--- config.mk ---
export PLATFORM = sky130hd
export DESIGN_NAME = sys_event_capture
export DESIGN_NICKNAME = d
export VERILOG_FILES = /design/src/rtl/evcap_pkg.sv /design/src/rtl/evcap_cell.sv /design/src/rtl/evcap_datapath.sv /design/src/rtl/evcap_ctrl.sv /design/src/rtl/sys_event_capture.sv
export SDC_FILE = /design/constraint.sdc
export NUM_CORES = 1
export LEC_CHECK = 0
export BUFFER_PORTS_ARGS = -buffer_cell sky130_fd_sc_hd__buf_2
export CAP_MARGIN = 25
export CORE_UTILIZATION = 25
export CTS_CLUSTER_DIAMETER = 50
export CTS_CLUSTER_SIZE = 24
export DETAILED_ROUTE_END_ITERATION = 12
export PLACE_DENSITY = 0.49
export SLEW_MARGIN = 40
export SYNTH_ARGS = -nofsm -noshare
export SYNTH_HDL_FRONTEND = slang
export SYNTH_SLANG_ARGS = --single-unit
--- constraint.sdc ---
create_clock -name clk -period 2.12 [get_ports clk]
set_input_delay 0.318 -clock clk [delete_from_list [all_inputs] [get_ports clk]]
set_output_delay 0.318 -clock clk [all_outputs]
set_load 0.01 [all_outputs]
--- src/rtl/evcap_pkg.sv ---
package evcap_pkg;

  localparam int REG_W    = 32;
  localparam int ADDR_W   = 8;
  localparam int BANK_W   = 3;
  localparam int REGION_W = ADDR_W - BANK_W;
  localparam int IDX_W    = 16;

  // upper address field: which register family is addressed
  typedef enum logic [REGION_W-1:0] {
    RG_INDEXED  = 5'd0,
    RG_STAT_SET = 5'd1,
    RG_STAT_CLR = 5'd2,
    RG_EN_SET   = 5'd3,
    RG_EN_CLR   = 5'd4,
    RG_POLARITY = 5'd5,
    RG_TYPE     = 5'd6,
    RG_ACTIVE   = 5'd7
  } region_e;

  // lower address field inside the indexed region
  typedef enum logic [BANK_W-1:0] {
    IX_STAT_SET = 3'd0,
    IX_STAT_CLR = 3'd1,
    IX_EN_SET   = 3'd2,
    IX_EN_CLR   = 3'd3
  } idx_op_e;

  // strobes from the bus decoder to the per-event state
  typedef struct packed {
    logic              statSet;
    logic              statClr;
    logic              enSet;
    logic              enClr;
    logic              polWr;
    logic              typeWr;
    logic [BANK_W-1:0] bank;
    logic [REG_W-1:0]  data;
    logic              idxStatSet;
    logic              idxStatClr;
    logic              idxEnSet;
    logic              idxEnClr;
    logic [IDX_W-1:0]  idx;
  } evcap_stb_t;

endpackage

--- src/rtl/evcap_cell.sv ---
module evcap_cell (
  input  logic clk,
  input  logic rstN,
  input  logic rawIn,
  input  logic swStatSet,
  input  logic swStatClr,
  input  logic swEnSet,
  input  logic swEnClr,
  input  logic polWr,
  input  logic polVal,
  input  logic typeWr,
  input  logic typeVal,
  output logic statusQ,
  output logic enableQ,
  output logic polQ,
  output logic typeQ,
  output logic activeQ
);

  logic actNow;
  logic prevAct;
  logic hwSet;

  // polarity 1: high is active, polarity 0: low is active
  assign actNow = polQ ? rawIn : ~rawIn;
  // type 0: level capture, type 1: inactive-to-active transition
  assign hwSet  = typeQ ? (actNow & ~prevAct) : actNow;

  always_ff @(posedge clk or negedge rstN) begin
    if (!rstN) begin
      statusQ <= 1'b0;
      enableQ <= 1'b0;
      polQ    <= 1'b0;
      typeQ   <= 1'b0;
      prevAct <= 1'b0;
    end else begin
      prevAct <= actNow;
      // hardware capture has priority over any software access
      if (hwSet)          statusQ <= 1'b1;
      else if (swStatClr) statusQ <= 1'b0;
      else if (swStatSet) statusQ <= 1'b1;
      if (swEnClr)        enableQ <= 1'b0;
      else if (swEnSet)   enableQ <= 1'b1;
      if (polWr)          polQ    <= polVal;
      if (typeWr)         typeQ   <= typeVal;
    end
  end

  assign activeQ = statusQ & enableQ;

endmodule

--- src/rtl/evcap_datapath.sv ---
module evcap_datapath
  import evcap_pkg::*;
#(
  parameter  int NUM_EVENTS = 64,
  localparam int NUM_BANKS  = (NUM_EVENTS + REG_W - 1) / REG_W,
  localparam int PAD_W      = NUM_BANKS * REG_W
) (
  input  logic                  clk,
  input  logic                  rstN,
  input  logic [NUM_EVENTS-1:0] evIn,
  input  evcap_stb_t            stb,
  output logic [PAD_W-1:0]      statusV,
  output logic [PAD_W-1:0]      enableV,
  output logic [PAD_W-1:0]      polV,
  output logic [PAD_W-1:0]      typeV,
  output logic [PAD_W-1:0]      activeV
);

  for (genvar n = 0; n < PAD_W; n++) begin : g_ev
    localparam int BK = n / REG_W;
    localparam int BT = n % REG_W;
    if (n < NUM_EVENTS) begin : g_live
      logic bankHit;
      logic idxHit;
      logic bankBit;
      assign bankHit = (stb.bank == BANK_W'(BK));
      assign idxHit  = (stb.idx == IDX_W'(n));
      assign bankBit = stb.data[BT];

      evcap_cell u_cell (
        .clk       (clk),
        .rstN      (rstN),
        .rawIn     (evIn[n]),
        .swStatSet ((stb.statSet & bankHit & bankBit) | (stb.idxStatSet & idxHit)),
        .swStatClr ((stb.statClr & bankHit & bankBit) | (stb.idxStatClr & idxHit)),
        .swEnSet   ((stb.enSet   & bankHit & bankBit) | (stb.idxEnSet   & idxHit)),
        .swEnClr   ((stb.enClr   & bankHit & bankBit) | (stb.idxEnClr   & idxHit)),
        .polWr     (stb.polWr  & bankHit),
        .polVal    (bankBit),
        .typeWr    (stb.typeWr & bankHit),
        .typeVal   (bankBit),
        .statusQ   (statusV[n]),
        .enableQ   (enableV[n]),
        .polQ      (polV[n]),
        .typeQ     (typeV[n]),
        .activeQ   (activeV[n])
      );
    end else begin : g_pad
      assign statusV[n] = 1'b0;
      assign enableV[n] = 1'b0;
      assign polV[n]    = 1'b0;
      assign typeV[n]   = 1'b0;
      assign activeV[n] = 1'b0;
    end
  end

endmodule

--- src/rtl/evcap_ctrl.sv ---
module evcap_ctrl
  import evcap_pkg::*;
#(
  parameter  int NUM_EVENTS = 64,
  localparam int NUM_BANKS  = (NUM_EVENTS + REG_W - 1) / REG_W,
  localparam int PAD_W      = NUM_BANKS * REG_W
) (
  input  logic              busWrEn,
  input  logic [ADDR_W-1:0] busAddr,
  input  logic [REG_W-1:0]  busWdata,
  input  logic [PAD_W-1:0]  statusV,
  input  logic [PAD_W-1:0]  enableV,
  input  logic [PAD_W-1:0]  polV,
  input  logic [PAD_W-1:0]  typeV,
  input  logic [PAD_W-1:0]  activeV,
  output evcap_stb_t        stb,
  output logic [REG_W-1:0]  busRdata
);

  logic [REGION_W-1:0] region;
  logic [BANK_W-1:0]   bankIdx;
  logic                bankOk;
  logic                idxOk;
  logic                bankWr;
  logic                idxWr;

  assign region  = busAddr[ADDR_W-1:BANK_W];
  assign bankIdx = busAddr[BANK_W-1:0];
  assign bankOk  = (32'(bankIdx) < 32'(NUM_BANKS));
  assign idxOk   = (busWdata < REG_W'(NUM_EVENTS));
  assign bankWr  = busWrEn & bankOk;
  assign idxWr   = busWrEn & idxOk & (region == RG_INDEXED);

  always_comb begin
    stb            = '0;
    stb.bank       = bankIdx;
    stb.data       = busWdata;
    stb.idx        = busWdata[IDX_W-1:0];
    stb.statSet    = bankWr & (region == RG_STAT_SET);
    stb.statClr    = bankWr & (region == RG_STAT_CLR);
    stb.enSet      = bankWr & (region == RG_EN_SET);
    stb.enClr      = bankWr & (region == RG_EN_CLR);
    stb.polWr      = bankWr & (region == RG_POLARITY);
    stb.typeWr     = bankWr & (region == RG_TYPE);
    stb.idxStatSet = idxWr & (bankIdx == IX_STAT_SET);
    stb.idxStatClr = idxWr & (bankIdx == IX_STAT_CLR);
    stb.idxEnSet   = idxWr & (bankIdx == IX_EN_SET);
    stb.idxEnClr   = idxWr & (bankIdx == IX_EN_CLR);
  end

  // bank slices; an out-of-range bank matches no slice and reads zero
  logic [REG_W-1:0] rdStat, rdEn, rdPol, rdType, rdAct;

  always_comb begin
    rdStat = '0;
    rdEn   = '0;
    rdPol  = '0;
    rdType = '0;
    rdAct  = '0;
    for (int b = 0; b < NUM_BANKS; b++) begin
      if (bankIdx == BANK_W'(b)) begin
        rdStat = statusV[b*REG_W +: REG_W];
        rdEn   = enableV[b*REG_W +: REG_W];
        rdPol  = polV[b*REG_W +: REG_W];
        rdType = typeV[b*REG_W +: REG_W];
        rdAct  = activeV[b*REG_W +: REG_W];
      end
    end
  end

  always_comb begin
    case (region)
      RG_STAT_SET, RG_STAT_CLR: busRdata = rdStat;
      RG_EN_SET, RG_EN_CLR:     busRdata = rdEn;
      RG_POLARITY:              busRdata = rdPol;
      RG_TYPE:                  busRdata = rdType;
      RG_ACTIVE:                busRdata = rdAct;
      default:                  busRdata = '0;
    endcase
  end

endmodule

--- src/rtl/sys_event_capture.sv ---
module sys_event_capture
  import evcap_pkg::*;
#(
  parameter int NUM_EVENTS = 64
) (
  input  logic                  clk,
  input  logic                  rstN,
  input  logic [NUM_EVENTS-1:0] evIn,
  input  logic                  busWrEn,
  input  logic [ADDR_W-1:0]     busAddr,
  input  logic [REG_W-1:0]      busWdata,
  output logic [REG_W-1:0]      busRdata,
  output logic [NUM_EVENTS-1:0] evActive
);

  localparam int NUM_BANKS = (NUM_EVENTS + REG_W - 1) / REG_W;
  localparam int PAD_W     = NUM_BANKS * REG_W;

  evcap_stb_t       stb;
  logic [PAD_W-1:0] statusV;
  logic [PAD_W-1:0] enableV;
  logic [PAD_W-1:0] polV;
  logic [PAD_W-1:0] typeV;
  logic [PAD_W-1:0] activeV;

  evcap_ctrl #(.NUM_EVENTS(NUM_EVENTS)) u_ctrl (
    .busWrEn  (busWrEn),
    .busAddr  (busAddr),
    .busWdata (busWdata),
    .statusV  (statusV),
    .enableV  (enableV),
    .polV     (polV),
    .typeV    (typeV),
    .activeV  (activeV),
    .stb      (stb),
    .busRdata (busRdata)
  );

  evcap_datapath #(.NUM_EVENTS(NUM_EVENTS)) u_dp (
    .clk     (clk),
    .rstN    (rstN),
    .evIn    (evIn),
    .stb     (stb),
    .statusV (statusV),
    .enableV (enableV),
    .polV    (polV),
    .typeV   (typeV),
    .activeV (activeV)
  );

  assign evActive = activeV[NUM_EVENTS-1:0];

endmodule

* Word level (Yosys, flattened, before mapping)
Index checks and enable logic that the tools add are counted.
Cells by class: $lt $le $gt $ge 2, eq/ne operators 73, mux-type cells 459, bitwise operators 1049, reductions and logical operators 133
Operator list (count):
- 1-bit bitwise AND | 665
- 16-bit by 6-bit equality test with 1-bit output (second input constant) | 32
- 1-bit 2-to-1 mux | 448
- 32-bit 2-to-1 mux | 10
- 16-bit by 5-bit equality test with 1-bit output (second input constant) | 16
- 1-bit OR | 256
- 3-bit nonzero test | 64
- 32-bit one-hot mux with 5 select lines | 1
- 16-bit by 4-bit equality test with 1-bit output (second input constant) | 8
- 1-bit NOT | 128
- 2-bit nonzero test | 64
- 16-bit by 3-bit equality test with 1-bit output (second input constant) | 4
- 16-bit by 2-bit equality test with 1-bit output (second input constant) | 2
- 32-bit by 7-bit < comparator with 1-bit output (second input constant) | 1
- 5-bit by 3-bit equality test with 1-bit output (second input constant) | 4
- 16-bit by 1-bit equality test with 1-bit output (second input constant) | 1
- 16-bit logical NOT | 1
- 5-bit by 2-bit equality test with 1-bit output (second input constant) | 2
- 3-bit by 2-bit equality test with 1-bit output (second input constant) | 2
- 5-bit by 1-bit equality test with 1-bit output (second input constant) | 1
- 5-bit logical NOT | 1
- 2-bit OR reduction | 2
- 3-bit by 1-bit equality test with 1-bit output (second input constant) | 1
- 3-bit logical NOT | 1
- 3-bit by 2-bit < comparator with 1-bit output (second input constant) | 1
Word-level totals: bits in registers 320

* Longest topological paths before layout
word-level depth 9, gate-level depth with buffers 8

* By module
Synthesis repeated with hierarchy kept, for this count alone.
Second synthesis, totals: cell total of the unflattened synthesis 1809, area, all modules 18421.4 µm²
By module, submodules not included:
- evcap_cell | times used 64, cells each 14, area an instance 186.4 µm², seq. area each 125.1 µm²
- evcap_ctrl | times used 1, cells each 380, area an instance 3458.3 µm², seq. area each 0.0 µm²
- evcap_datapath | times used 1, cells each 533, area an instance 3031.7 µm², seq. area each 0.0 µm²

* Least setup slack after synthesis
Ideal clock, no wire load.
kind input-to-reg, start input port busWdata[7], end register u_dp.g_ev[10].g_live.u_cell.statusQ, library setup time 0.122 ns, arrival time 2.008 ns, setup slack -0.010 ns, stages on the path 8, cells stage by stage buf_2 > or4_1 > or3_1 > buf_2 > buf_8 > nor2_4 > nand2_1 > a32o_1
Between the ends: cells in the longest elaborated chain, start to end 8
Ends and longest elaborated chain:
- start: declaration | RTL line sys_event_capture.sv:11 | input logic [REG_W-1:0] busWdata,
- 32-bit by 7-bit < comparator with 1-bit output | RTL line evcap_ctrl.sv:30 | assign idxOk = (busWdata < REG_W'(NUM_EVENTS));
- 1-bit bitwise AND (2 in series) | RTL line evcap_ctrl.sv:32 | assign idxWr = busWrEn & idxOk & (region == RG_INDEXED);
- 1-bit bitwise AND | RTL line evcap_ctrl.sv:46 | stb.idxStatClr = idxWr & (bankIdx == IX_STAT_CLR);
- 1-bit bitwise AND | RTL line evcap_datapath.sv:35 | .swStatClr ((stb.statClr & bankHit & bankBit) | (stb.idxStatClr & idxHit)),
- 1-bit OR | RTL line evcap_datapath.sv:35
- 1-bit 2-to-1 mux | RTL line evcap_cell.sv:40 | else if (swStatClr) statusQ <= 1'b0;
- 1-bit 2-to-1 mux | RTL line evcap_cell.sv:39 | if (hwSet) statusQ <= 1'b1;
- end signal: assignment | RTL line evcap_cell.sv:39
- end signal: assignment | RTL line evcap_cell.sv:40
- end signal: assignment | RTL line evcap_cell.sv:41 | else if (swStatSet) statusQ <= 1'b1;
- end: declaration | RTL line evcap_cell.sv:13 | output logic statusQ,
Parallel ways exist; a longest one is shown, timed or not. A chain may end at the register's enable or synchronous reset.

* Worst setup path after layout
start register u_dp.g_ev[27].g_live.u_cell.statusQ, end output port busRdata[27]
Between the ends: cells in the longest elaborated chain, start to end 4
Ends and longest elaborated chain:
- start: declaration | RTL line evcap_cell.sv:13
- start signal: assignment | RTL line evcap_cell.sv:31 | statusQ <= 1'b0;
- start signal: assignment | RTL line evcap_cell.sv:39
- start signal: assignment | RTL line evcap_cell.sv:40
- 1-bit bitwise AND | RTL line evcap_cell.sv:49 | assign activeQ = statusQ & enableQ;
- 32-bit 2-to-1 mux (2 in series) | RTL line evcap_ctrl.sv:61 | if (bankIdx == BANK_W'(b)) begin
- 32-bit one-hot mux with 5 select lines (*) | RTL line evcap_ctrl.sv:72 | case (region)
- end: declaration | RTL line sys_event_capture.sv:12 | output logic [REG_W-1:0] busRdata,
Every way passes the cells marked *; elsewhere a longest branch is shown, timed or not.

==> out/metrics.cfg <==
[run_status]
status = complete, but fails checks
violations = negative setup slack

[logic_synthesis]
synth_area_um2 = 18090
avgSynthCellArea_um2 = 10.11
netlist_instances = 1790
synth_ff_type = dfrtp_1
synth_edf_count = 0
synth_warnings = 0
seq_area_frac_synth = 0.4426
synth_fp_nets = 1897
async_flop_share = 1.000
synth_top_area_frac = 0.4426
synth_cell_types = 52
synth_top_cell_by_area = dfrtp_1
ys_ff_latch = 320
yosys-top-cells-area = dfrtp_1, mux2_2, a22oi_1

[power]
power_density_nw_per_um2 = 638.5
p_total_mw = 15.79
cellLeakagePower_nw = 10.53
peakVddDrop_uv = 515.3

[layout]
utilization = 0.3453
area_delta_synth_final_pct = 36.66
drive_gt1_frac = 0.4094
instances_no_fill = 3156
fin_area_um2 = 24730
nNetsFinal = 2279

[sta]
rsz0062_at_grt = yes
layout_setup_ws_ns = -0.1298
finClkSkew_ns = 0.02186
finalCritPeriodShare = 1.061
min_period_ns = 2.250
tightest_slew_ns = 0.8045
setup_viol = 32
max-slew-margin-rel = 0.4637
finalMaxSlewViolations = 0
setup_tns_ns = -2.970
max_freq_mhz = 444.5
hold_viol_final = 0
whs_ns = 0.02860

[placement]
dp_cells = 2889
dpl.hpwl_um = 49960
place.port_buffers = 202
dp_slack_ns = -0.3628
dpl_cell_area_um2 = 21010
place_congestion = 0.8374

[worst_setup_path]
critPathRequiredTime_ns = 1.80
r2r_cells = 4
cp_max_fo = 3
crit_path_end_kind = output pin
reg2reg_to = u_dp.g_ev[4].g_live.u_cell.statusQ$_DFFE_PN0P_
r2r_setup_slack_ns = 0.82
path_class = flip-flop to output pin
cp_data_arrival_time_ns = 1.93
r2r_start = u_dp.g_ev[4].g_live.u_cell.statusQ$_DFFE_PN0P_
start_kind = flip-flop
startpoint = u_dp.g_ev[27].g_live.u_cell.statusQ$_DFFE_PN0P_

[clock_tree]
clk_path_buf_depth = 3
clk_pin_slew_worst_paths_ns = 0.06
htreeDepth = 2
cts_root_buf = clkbuf_16
cts_sinks = 320
tritoncts = done
insertion_delay_ns = 0.57
cts_inserted_buffers = 42

[global_route]
grt-ovfl-total = 0
grt_pass1_vias = 16960
grt_use_total = 0.1987
grt_max_degree = 71
grt_pass1_wl_um = 110300
grt_antenna_before_repair = 10

[routing]
routedWlPerCell_um = 23.52
avgViaCountPerCell = 5.283
drtIter0Drc = 1583
wirelength_um = 74240
vias = 16670
drtPass1Iterations = 6
ant_nets = 0
remaining_drc_errors = 0

[die]
die_x_um = 271.0
start_util = 0.2527
pin_count = 203
row_count = 98
die_y_um = 271.0
core_um2 = 71610
dieArea_um2 = 73450

[worst_hold_path]
hold_path_class = input pin to flip-flop
min_from = evIn[51]
hold_depth = 2
min_to = u_dp.g_ev[51].g_live.u_cell.prevAct$_DFF_PN0_

[flow_run]
drv_cap = 0

-- how the worst max path moves through the flow --
| stage | to | depth (start not counted) |
|---|---|---|
| final | busRdata[27] | 5 |
| after floorplan | u_dp.g_ev[10].g_live.u_cell.statusQ$_DFFE_PN0P_ | 8 |
| after global routing | busRdata[1] | 5 |
| after CTS | busRdata[3] | 5 |
| after detailed placement | u_dp.g_ev[29].g_live.u_cell.enableQ$_DFFE_PN0P_ | 10 |
| after global placement | u_dp.g_ev[30].g_live.u_cell.statusQ$_DFFE_PN0P_ | 7 |
-- flip-flops by register name, indices dropped and copies added, names as in the netlist --
name	count
u_dp.g_ev.g_live.u_cell.typeQ	64
u_dp.g_ev.g_live.u_cell.prevAct	64
u_dp.g_ev.g_live.u_cell.enableQ	64
u_dp.g_ev.g_live.u_cell.polQ	64
u_dp.g_ev.g_live.u_cell.statusQ	64
-- report_power, final --
group          internal, mW  switching [mW]  total (mW)
Combinational         0.831            1.03        1.86
Sequential             6.40           0.186        6.58
Clock                  4.41            2.94        7.35
-- Yosys cell counts, types with 3 or more instances --
cell / count
mux2i_1: 32
a211oi_1: 5
a221o_1: 14
o21ai_0: 28
nand2_1: 189
a21oi_1: 31
a311oi_2: 14
nor3_1: 6
mux2_2: 120
mux2_1: 8
nor2b_1: 4
a22oi_1: 160
o21ai_1: 22
nor4_4: 4
nor2_4: 17
buf_2: 24
xnor2_1: 64
o22ai_1: 65
or3_1: 36
and3_1: 11
a32o_1: 15
nor2_1: 89
nor2_2: 3
a22o_1: 49
or4_1: 3
a221oi_1: 81
a211oi_2: 5
nand4_1: 6
a311oi_1: 8
buf_4: 66
buf_1: 17
and2_1: 86
nor3b_1: 4
dfrtp_1: 320
clkbuf_1: 120
a21o_1: 31
nand3_1: 11
or2_2: 3
-- cell families (layout without fill, tap and decap cells) --
kind of cell    Yosys count  count (layout)  synth area share
other cells               0               3                 0
mux                     160             160           0.09737
flops                   320             320            0.4426
compound gates          529             529            0.2246
simple gates            487             487            0.1401
xor+xnor                 65              65           0.03146
buf+inv                 229             642           0.06390
-- placed cells by master, fill, tap and decap left out, types with 11 or more instances in the layout --
cell,synthesis,final
a21o_1,31,31
a21oi_1,31,31
a221o_1,14,14
a221oi_1,81,81
a22o_1,49,49
a22oi_1,160,107
a22oi_2,0,53
a311oi_2,14,14
a32o_1,15,15
and2_1,86,25
and2_4,0,61
and3_1,11,11
buf_12,0,39
buf_2,24,180
buf_4,66,261
buf_6,1,24
clkbuf_16,0,43
dfrtp_1,320,319
dlygate4sd3_1,0,60
mux2_2,120,120
mux2i_1,32,32
nand2_1,189,189
nor2_1,89,84
nor2_4,17,17
o21ai_0,28,28
o21ai_1,22,21
o22ai_1,65,61
or3_1,36,15
or3_4,0,21
xnor2_1,64,64
-- metal layers --
metal / track usage / share of wire / up-vias
met5: 0 / 0.00065 / -
met4: 0.06705 / 0.031 / 8
met3: 0.04145 / 0.068 / 138
met2: 0.3213 / 0.47 / 647
met1: 0.2617 / 0.43 / 8494
li1: - / - / 7387
-- layout make-up --
| class | instances | area [um2] |
|---|---|---|
| fill | 7268 | 46880 |
| multi-input combinational | 1241 | 9549 |
| sequential | 320 | 8009 |
| timing repair buffer | 567 | 4557 |
| tap | 950 | 1189 |
| clock buffer | 52 | 1160 |
| clock inverter | 23 | 255.2 |
| antenna | 3 | 7.507 |
-- timing repair --
item / in CTS / in global routing
pin swaps: 122 / 68
endpoints found under the setup margin: 32 / 32
setup buffers: 117 / 12
hold endpoints to repair: 104 / 0
resized for setup: 146 / 36
hold buffers: 60 / 0
-- critical path: stages (launching register included) --
cell,delay [ns]
dfrtp_1,0.40
and2_4,0.18
a22oi_2,0.16
o22ai_2,0.09
or3_4,0.39
buf_6,0.13
(Power assumes the default switching activity.)
